`src/rtl/edge_scan_pkg.sv`:
```
package edge_scan_pkg;
  typedef enum logic {
    DET_RISE = 1'b0,
    DET_FALL = 1'b1
  } det_dir_e;

  typedef enum logic {
    FIRST_SAFE = 1'b0,
    FIRST_STD  = 1'b1
  } first_mode_e;
endpackage

```
`src/rtl/scan_rst_sync.sv`:
```
module scan_rst_sync #(
  parameter int STAGES = 2
) (
  input  logic clk,
  input  logic rst_n,
  output logic rst_s_n
);
  localparam int LAST = STAGES - 1;
  logic [LAST:0] sync_q;
  logic [LAST:0] sync_d;

  always_comb begin
    sync_d = {sync_q[LAST-1:0], 1'b1};
  end

  always_ff @(posedge clk or negedge rst_n) begin
    if (!rst_n) sync_q <= '0;
    else        sync_q <= sync_d;
  end

  assign rst_s_n = sync_q[LAST];
endmodule

```
`src/rtl/scan_ctrl.sv`:
```
module scan_ctrl (
  input  logic clk,
  input  logic rst_n,
  input  logic run,
  input  logic scan_go,
  output logic cap_en,
  output logic first_q
);
  logic first_d;

  assign cap_en = run & scan_go;

  // The first-scan marker is armed by reset and by every stopped cycle.
  // The first capture in run consumes it.
  always_comb begin
    first_d = first_q;
    if (!run)        first_d = 1'b1;
    else if (scan_go) first_d = 1'b0;
  end

  always_ff @(posedge clk or negedge rst_n) begin
    if (!rst_n) first_q <= 1'b1;
    else        first_q <= first_d;
  end

  p_first_after_stop_r8: assert property (@(posedge clk) disable iff (!rst_n)
    !run |=> first_q);
  p_first_consumed_r8: assert property (@(posedge clk) disable iff (!rst_n)
    cap_en |=> !first_q);
endmodule

```
`src/rtl/edge_cell.sv`:
```
module edge_cell
  import edge_scan_pkg::*;
(
  input  logic prev_lvl,
  input  logic cur_lvl,
  input  logic dir,
  input  logic en,
  input  logic first,
  input  logic std_mode,
  output logic flag
);
  det_dir_e    dir_e;
  first_mode_e mode_e;
  logic        prev_eff;

  assign dir_e  = det_dir_e'(dir);
  assign mode_e = first_mode_e'(std_mode);

  always_comb begin
    prev_eff = prev_lvl;
    if (first) begin
      // Standard mode assumes the idle level of the chosen direction.
      // Safe mode uses the current level, so that no edge can appear.
      if (mode_e == FIRST_STD) prev_eff = (dir_e == DET_FALL);
      else                     prev_eff = cur_lvl;
    end
    if (!en)                    flag = 1'b0;
    else if (dir_e == DET_FALL) flag = prev_eff & ~cur_lvl;
    else                        flag = ~prev_eff & cur_lvl;
  end
endmodule

```
`src/rtl/edge_image_scan.sv`:
```
module edge_image_scan #(
  parameter int N_IN = 16,
  parameter int SYNC_STAGES = 2
) (
  input  logic            clk,
  input  logic            rst_n,
  input  logic [N_IN-1:0] raw_in,
  input  logic            scan_go,
  input  logic [N_IN-1:0] det_dir,
  input  logic [N_IN-1:0] det_en,
  input  logic            std_mode,
  input  logic            run,
  output logic [N_IN-1:0] image_q,
  output logic [N_IN-1:0] edge_q
);
  logic            rst_s_n;
  logic            cap_en;
  logic            first_q;
  logic [N_IN-1:0] flag_w;
  logic [N_IN-1:0] image_d;
  logic [N_IN-1:0] edge_d;

  scan_rst_sync #(.STAGES(SYNC_STAGES)) u_rst (
    .clk(clk), .rst_n(rst_n), .rst_s_n(rst_s_n));

  scan_ctrl u_ctrl (
    .clk(clk), .rst_n(rst_s_n), .run(run), .scan_go(scan_go),
    .cap_en(cap_en), .first_q(first_q));

  // The image register supplies the previous-scan level, so no separate
  // memory cell is needed for each input.
  for (genvar i = 0; i < N_IN; i++) begin : g_cell
    edge_cell u_cell (
      .prev_lvl(image_q[i]), .cur_lvl(raw_in[i]), .dir(det_dir[i]),
      .en(det_en[i]), .first(first_q), .std_mode(std_mode),
      .flag(flag_w[i]));
  end

  always_comb begin
    image_d = image_q;
    edge_d  = edge_q;
    if (!run) begin
      edge_d = '0;
    end else if (cap_en) begin
      image_d = raw_in;
      edge_d  = flag_w;
    end
  end

  always_ff @(posedge clk or negedge rst_s_n) begin
    if (!rst_s_n) begin
      image_q <= '0;
      edge_q  <= '0;
    end else begin
      image_q <= image_d;
      edge_q  <= edge_d;
    end
  end

  p_image_capture_r2: assert property (@(posedge clk) disable iff (!rst_s_n)
    (run && scan_go) |=> image_q == $past(raw_in));
  p_disabled_zero_r5: assert property (@(posedge clk) disable iff (!rst_s_n)
    (run && scan_go) |=> (edge_q & ~$past(det_en)) == '0);
  p_hold_between_r6: assert property (@(posedge clk) disable iff (!rst_s_n)
    (run && !scan_go) |=> ($stable(image_q) && $stable(edge_q)));
  p_stop_clear_r7: assert property (@(posedge clk) disable iff (!rst_s_n)
    !run |=> (edge_q == '0 && $stable(image_q)));
  p_safe_first_r8: assert property (@(posedge clk) disable iff (!rst_s_n)
    (run && scan_go && first_q && !std_mode) |=> edge_q == '0);
endmodule

```
`config.mk`:
```
export PLATFORM = sky130hd
export DESIGN_NAME = edge_image_scan
export DESIGN_NICKNAME = d
export VERILOG_FILES = /design/src/rtl/edge_scan_pkg.sv /design/src/rtl/scan_rst_sync.sv /design/src/rtl/scan_ctrl.sv /design/src/rtl/edge_cell.sv /design/src/rtl/edge_image_scan.sv
export SDC_FILE = /design/constraint.sdc
export NUM_CORES = 1
export LEC_CHECK = 0
export ABC_AREA = 1
export BUFFER_PORTS_ARGS = -buffer_cell sky130_fd_sc_hd__buf_4
export CORE_MARGIN = 3
export CORE_UTILIZATION = 49
export CTS_CLUSTER_DIAMETER = 30
export DETAILED_ROUTE_END_ITERATION = 16
export PLACE_DENSITY = 0.89
export SKIP_CTS_REPAIR_TIMING = 1
export SLEW_MARGIN = 20
export SYNTH_ARGS = -nofsm -noshare
export SYNTH_HDL_FRONTEND = slang
export SYNTH_HIERARCHICAL = 1
export SYNTH_SLANG_ARGS = --single-unit
```
`constraint.sdc`:
```
create_clock -name clk -period 1.2 [get_ports clk]
set_input_delay 0.12 -clock clk [delete_from_list [all_inputs] [get_ports clk]]
set_output_delay 0.12 -clock clk [all_outputs]
set_load 0.05 [all_outputs]
```
==> results.sh, run 1 <==
export IMPL_synth_area_um2=2250
export IMPL_cp_slowest_cell="dfstp_2"
export IMPL_min_period_over_period_pct=111
export IMPL_die_w_um=73.8
export IMPL_drt_pass1_iterations=4
export IMPL_violations="setup timing"
export IMPL_finalSetupViolCount=16
export IMPL_path_class="flop to flop"
export IMPL_grt_pass1_wl_mm=9.89
export IMPL_ys_ff_latch=35
export IMPL_synthTopCellsByCount="nand2_1 (130), inv_1 (83), nand3_1 (48), nor2_1 (48), dfrtp_1 (34)"
export IMPL_synth_most_common_cell="nand2_1"
export IMPL_syn_area_per_cell_um2=6.04
export IMPL_grt_max_degree=26
export IMPL_switching_power_uw=1310
export IMPL_drive_gt1_share_pct=26.9
export IMPL_r2r_end="edge_q[6]"
export IMPL_io_buffers=84
export IMPL_final_core_utilization_pct=71.4
export IMPL_io_pins=85
export IMPL_numClockSinks=35
export IMPL_swShare_pct=37.5
export IMPL_min_path_type="primary input to flop"
export IMPL_ys_seq_area_share_pct=38.9
export IMPL_drv_cap=0
export IMPL_fin_ws_ps=-128
export IMPL_synth_edf_count=0
export IMPL_fin_total_pwr_uw=3490
export IMPL_clkTransAtPathRegs_ps=70
export IMPL_grt_setup_unrepaired="true"
export IMPL_dieArea_um2=5450
export IMPL_tritoncts="yes"
export IMPL_max_clock_path_buffers=2
export IMPL_whs_path_depth=2
export IMPL_clkPwrFrac_pct=25.1
export IMPL_synthCells=373
export IMPL_synthesis_nets=426
export IMPL_clkLatencyLatePin_ps=290
export IMPL_rrSetupSlack_ps=-130
export IMPL_postRouteAntennaNets=0
export IMPL_remaining_drc_errors=0
export IMPL_via_count=2558
export IMPL_cts_buffers=5
export IMPL_combPwrFrac_pct=34.8
export IMPL_fin_crit_ps=1330
export IMPL_synth_top_cell_area_share_pct=37.8
export IMPL_gp_congestion=0.808
export IMPL_synthFlopType="dfrtp_1"
export IMPL_ys_types=11
export IMPL_crit_required_ps=1420
export IMPL_synthToLayoutAreaGrowth_pct=39.1
export IMPL_layout_nets=520
export IMPL_core_um2=4380
export IMPL_startpoint_type="flop"
export IMPL_h_tree_depth=2
export IMPL_p_leak_uw=0.00200
export IMPL_cp_end_kind="flop"
export IMPL_slew_headroom_pct=64.2
export IMPL_slew_violations=0
export IMPL_cp_max_fo=4
export IMPL_cp_cell_sequence="buf_4 > inv_1 > nand2_1 > nand2_1 > nand2_1 > nand2_1 > nor2_1 > nand3_1 > nand2_1"
export IMPL_post_drt_wl_per_cell_um=12.0
export IMPL_synth_area_leaders="dfrtp_1 (38%), nand2_1 (22%), inv_1 (14%), nand3_1 (11%), nor2_1 (8.0%)"
export IMPL_hold_path_startpoint="run"
export IMPL_fp_dieH_um=73.8
export IMPL_max_freq_mhz=753
export IMPL_r2r_start="u_ctrl/first_q"
export IMPL_p_seq_share_pct=40.1
export IMPL_root_buffer="clkbuf_8"
export IMPL_start_util_pct=51.4
export IMPL_holdPathEnd="u_ctrl/first_q"
export IMPL_drt_wl_total_mm=6.24
export IMPL_grt_overflow_total=0
export IMPL_status="finished with violations"
export IMPL_worstPathArrival_ps=1550
export IMPL_track_usage_pct=23.1
export IMPL_avgViaCountPerCell=4.92
export IMPL_diodes=0
export IMPL_async_flop_share_pct=100
export IMPL_cp_num_buf_inv=2
export IMPL_r2r_cells=9
export IMPL_cp_common_cell="nand2_1"
export IMPL_peakVddDrop_uv=763
export IMPL_worstMarginPinSlew_ps=537
export IMPL_fin_skew_ps=5.84
export IMPL_grt_antenna_before_repair=0
export IMPL_rows=24
export IMPL_power_density_nw_per_um2=1110
export IMPL_path_delay_family="flip-flops"
export IMPL_slowest_delay_ps=580
export IMPL_hold_viol_final=0
export IMPL_fin_setup_tns_ps=-1280
export IMPL_post_dp_cell_area_um2=2970
export IMPL_yosys_area_top_type="dfrtp_1"
export IMPL_fin_area_um2=3130
export IMPL_p_int_uw=2180
export IMPL_dpl_hpwl_mm=4.58
export IMPL_grt_pass1_vias=2279
export IMPL_ys_warn_count=6
export IMPL_initialDrtViolationCount=148
worst register-to-register path: cells and delay by family, from the launching register on:
kind | cells | cell delay (ps)
buf+inv | 2 | 220
flops | 1 | 580
simple gates | 7 | 460
worst max path at each step:
| stage | startpoint | end | slack (ps) | cells after the start |
|---|---|---|---|---|
| 2_1_floorplan | u_ctrl/first_q | edge_q[12] | 20 | 8 |
| 3_3_place_gp | u_ctrl/first_q | edge_q[5] | -60 | 9 |
| 3_5_place_dp | u_ctrl/first_q | edge_q[5] | -120 | 9 |
| 4_1_cts | u_ctrl/first_q | edge_q[5] | -140 | 9 |
| 5_1_grt | u_ctrl/first_q | edge_q[11] | -210 | 9 |
| 6_report | u_ctrl/first_q | edge_q[6] | -130 | 9 |
cell type report:
cell class,instances,area (um^2)
multi-input combinational,244,1030
clock inverter,1,5.00
inverter,83,317
sequential,35,877
fill,384,1250
tap,52,65.1
timing repair buffer,98,748
clock buffer,7,86.3
power by group through the flow:
stage,Sequential [uW],Clock (uW),Combinational [uW]
after floorplan,1770,0,376
after global placement,1410,0,1140
after detailed placement,1410,0,1180
after CTS,1390,900,1180
after global routing,1420,954,1320
final,1400,874,1210
stage by stage:
step	instances	worst slack [ps]	hold slack, ps
floorplan	373	18.3	-176
finish	520	-128	21.0
CTS	517	-139	-410
global route	520	-211	13.2
global placement	509	-64.1	-95.3
detailed placement	509	-115	-93.9
layout by cell type (no fill, tap or decap):
cell type | Yosys | routed
inv_1 | 83 | 75
buf_6 | 0 | 2
clkinv_2 | 0 | 1
nand3_1 | 48 | 48
buf_4 | 3 | 94
clkbuf_1 | 0 | 1
clkbuf_8 | 0 | 6
conb_1 | 1 | 1
dfrtp_1 | 34 | 34
nor2_2 | 0 | 2
nor2_1 | 48 | 46
o21ai_2 | 1 | 1
inv_2 | 0 | 6
a21oi_1 | 16 | 16
nand2_2 | 0 | 11
inv_4 | 0 | 2
dfstp_2 | 1 | 1
dlygate4sd3_1 | 0 | 2
nand2_1 | 130 | 119
logic make-up (layout without fill, tap and decap cells):
logic type	after synthesis	in the layout	synth area share, %
DFF	35	35	38.9
other	1	1	0.167
and+or+nand+nor	226	226	40.3
AOI/OAI and AO/OA	17	17	3.94
buffers and inverters	94	189	16.6
sequential cells by signal, summed over array words and instances, names as in the netlist:
name / count
edge_q: 16
image_q: 16
u_rst/sync_q: 2
u_ctrl/first_q: 1
routing by layer:
| metal | track usage [%] | vias to the layer above | wire length (um) |
|---|---|---|---|
| li1 | - | 1281 | - |
| met1 | 28.2 | 1168 | 2430 |
| met2 | 40.9 | 101 | 3200 |
| met3 | 4.51 | 8 | 538 |
| met4 | 6.64 | 0 | 74 |
| met5 | 0 | - | 0 |
No activity file was read; power rests on OpenSTA's default activity.
==> inputs of run 2 (changes only) <==
Clock period 1.2 ns to 1.4 ns, I/O delays scaled along.
==> results.sh, run 2 (same netlist as run 1, synthesis figures left out) <==
export IMPL_cp_common_cell="nand2_1"
export IMPL_final_common_cell="nand2_1"
export IMPL_r2r_end="edge_q[9]"
export IMPL_min_period_over_period_pct=99.8
export IMPL_rows=24
export IMPL_postRouteAntennaNets=0
export IMPL_diodes=0
export IMPL_grt_pass1_vias=2341
export IMPL_reg_top3="edge_q x16, image_q x16, u_rst/sync_q x2"
export IMPL_remaining_drc_errors=0
export IMPL_clkLatencyLatePin_ps=290
export IMPL_startpoint_type="flop"
export IMPL_die_w_um=73.8
export IMPL_p_leak_uw=0.00198
export IMPL_grt_setup_unrepaired="true"
export IMPL_root_buffer="clkbuf_8"
export IMPL_initialDrtViolationCount=108
export IMPL_layout_nets=518
export IMPL_max_clock_path_buffers=2
export IMPL_numClockSinks=35
export IMPL_via_count=2583
export IMPL_path_class="flop to flop"
export IMPL_cp_cell_sequence="buf_12 > inv_1 > nand2_1 > nand2_1 > nand2_1 > nand2_1 > nor2_2 > nand3_1 > nand2_1"
export IMPL_drt_wl_total_mm=6.39
export IMPL_slowest_delay_ps=660
export IMPL_finalSetupViolCount=0
export IMPL_io_buffers=84
export IMPL_r2r_cells=9
export IMPL_final_cell_mix="nand2_1 (123), buf_4 (91), inv_1 (72)"
export IMPL_track_usage_pct=23.0
export IMPL_crit_required_ps=1620
export IMPL_drt_pass1_iterations=4
export IMPL_worstPathArrival_ps=1620
export IMPL_worstSetupEndpoint="edge_q[9]"
export IMPL_gp_congestion=0.794
export IMPL_rrSetupSlack_ps=3
export IMPL_drv_cap=0
export IMPL_cts_buffers=5
export IMPL_peakVddDrop_uv=641
export IMPL_h_tree_depth=2
export IMPL_fp_dieH_um=73.8
export IMPL_start_util_pct=51.4
export IMPL_cp_max_fo=5
export IMPL_worstSetupStartpoint="u_ctrl/first_q"
export IMPL_status="completed"
export IMPL_synthToLayoutAreaGrowth_pct=39.8
export IMPL_tritoncts="yes"
export IMPL_avgViaCountPerCell=4.99
export IMPL_core_um2=4380
export IMPL_grt_max_degree=25
export IMPL_clkTransAtPathRegs_ps=70
export IMPL_final_core_utilization_pct=71.8
export IMPL_r2r_start="u_ctrl/first_q"
export IMPL_cp_end_kind="flop"
export IMPL_post_drt_wl_per_cell_um=12.3
export IMPL_power_density_nw_per_um2=948
export IMPL_fin_setup_tns_ps=0
export IMPL_drive_gt1_share_pct=27.0
export IMPL_slew_violations=0
export IMPL_dieArea_um2=5450
export IMPL_grt_pass1_wl_mm=9.90
export IMPL_grt_overflow_total=0
export IMPL_min_path_type="primary input to flop"
export IMPL_fin_skew_ps=4.38
export IMPL_grt_antenna_before_repair=0
export IMPL_io_pins=85
export IMPL_fin_crit_ps=1400
export IMPL_dpl_hpwl_mm=4.52
export IMPL_cp_slowest_cell="dfstp_4"
export IMPL_max_freq_mhz=716
export IMPL_hold_viol_final=0
-- run 2: changes by cell type in the layout (fill, tap and decap cells not counted), moves of 2 or more --
cell / change
buf_4: -3
buf_6: -2
clkinvlp_4: +2
inv_1: -3
inv_4: +2
nand2_1: +4
nand2_2: -4
nor2_1: -2
nor2_2: +2
-- run 2: metrics by stage --
step	hold slack (ps)	instances	setup slack, ps	total power (uW)	instance area [um^2]
2_1_floorplan	-156	373	218	1840	2250
3_3_place_gp	-76.5	505	4.02	2180	2940
3_5_place_dp	-75.9	505	-23.1	2210	2940
4_1_cts	-381	513	-39.2	2920	3030
5_1_grt	70.0	518	-77.2	3140	3150
6_report	64.6	518	2.88	2980	3150
-- run 2: layout make-up --
cell class                      instances  area [um^2]
Clock buffer                            5         68.8
Fill cell                             403         1240
Inverter                               83          322
Timing Repair Buffer                   96          763
Clock inverter                          3         20.0
Sequential cell                        35          881
Multi-Input combinational cell        244         1030
Tap cell                               52         65.1
-- run 2: layer usage --
layer / vias to the layer above / GRT usage (%) / share of wire, %
li1: 1283 / - / -
met5: - / 0 / 0
met2: 99 / 41.9 / 53
met3: 8 / 4.51 / 8.0
met4: 0 / 5.43 / 0.95
met1: 1193 / 27.5 / 38
-- run 2: worst min-delay path by stage --
stage                from  slack [ps]  cells past startpoint         endpoint
detailed placement  rst_n         -80                      1  u_rst/sync_q[0]
floorplan           rst_n        -160                      0  u_rst/sync_q[0]
CTS                 rst_n        -380                      1  u_rst/sync_q[0]
global placement    rst_n         -80                      1  u_rst/sync_q[0]
finish                run          60                      2   u_ctrl/first_q
global route          run          70                      2   u_ctrl/first_q
-- run 2: power breakdown --
group	total, uW	switching (uW)	internal [uW]
Sequential	1200	99.0	1100
Clock	728	382	346
Combinational	1050	677	377
Total	2980	1160	1830
-- run 2: critical path: cells and delay by family, from the launching register on --
kind	cells	cell delay (ps)
DFF	1	660
and+or+nand+nor	7	470
buffers and inverters	2	210
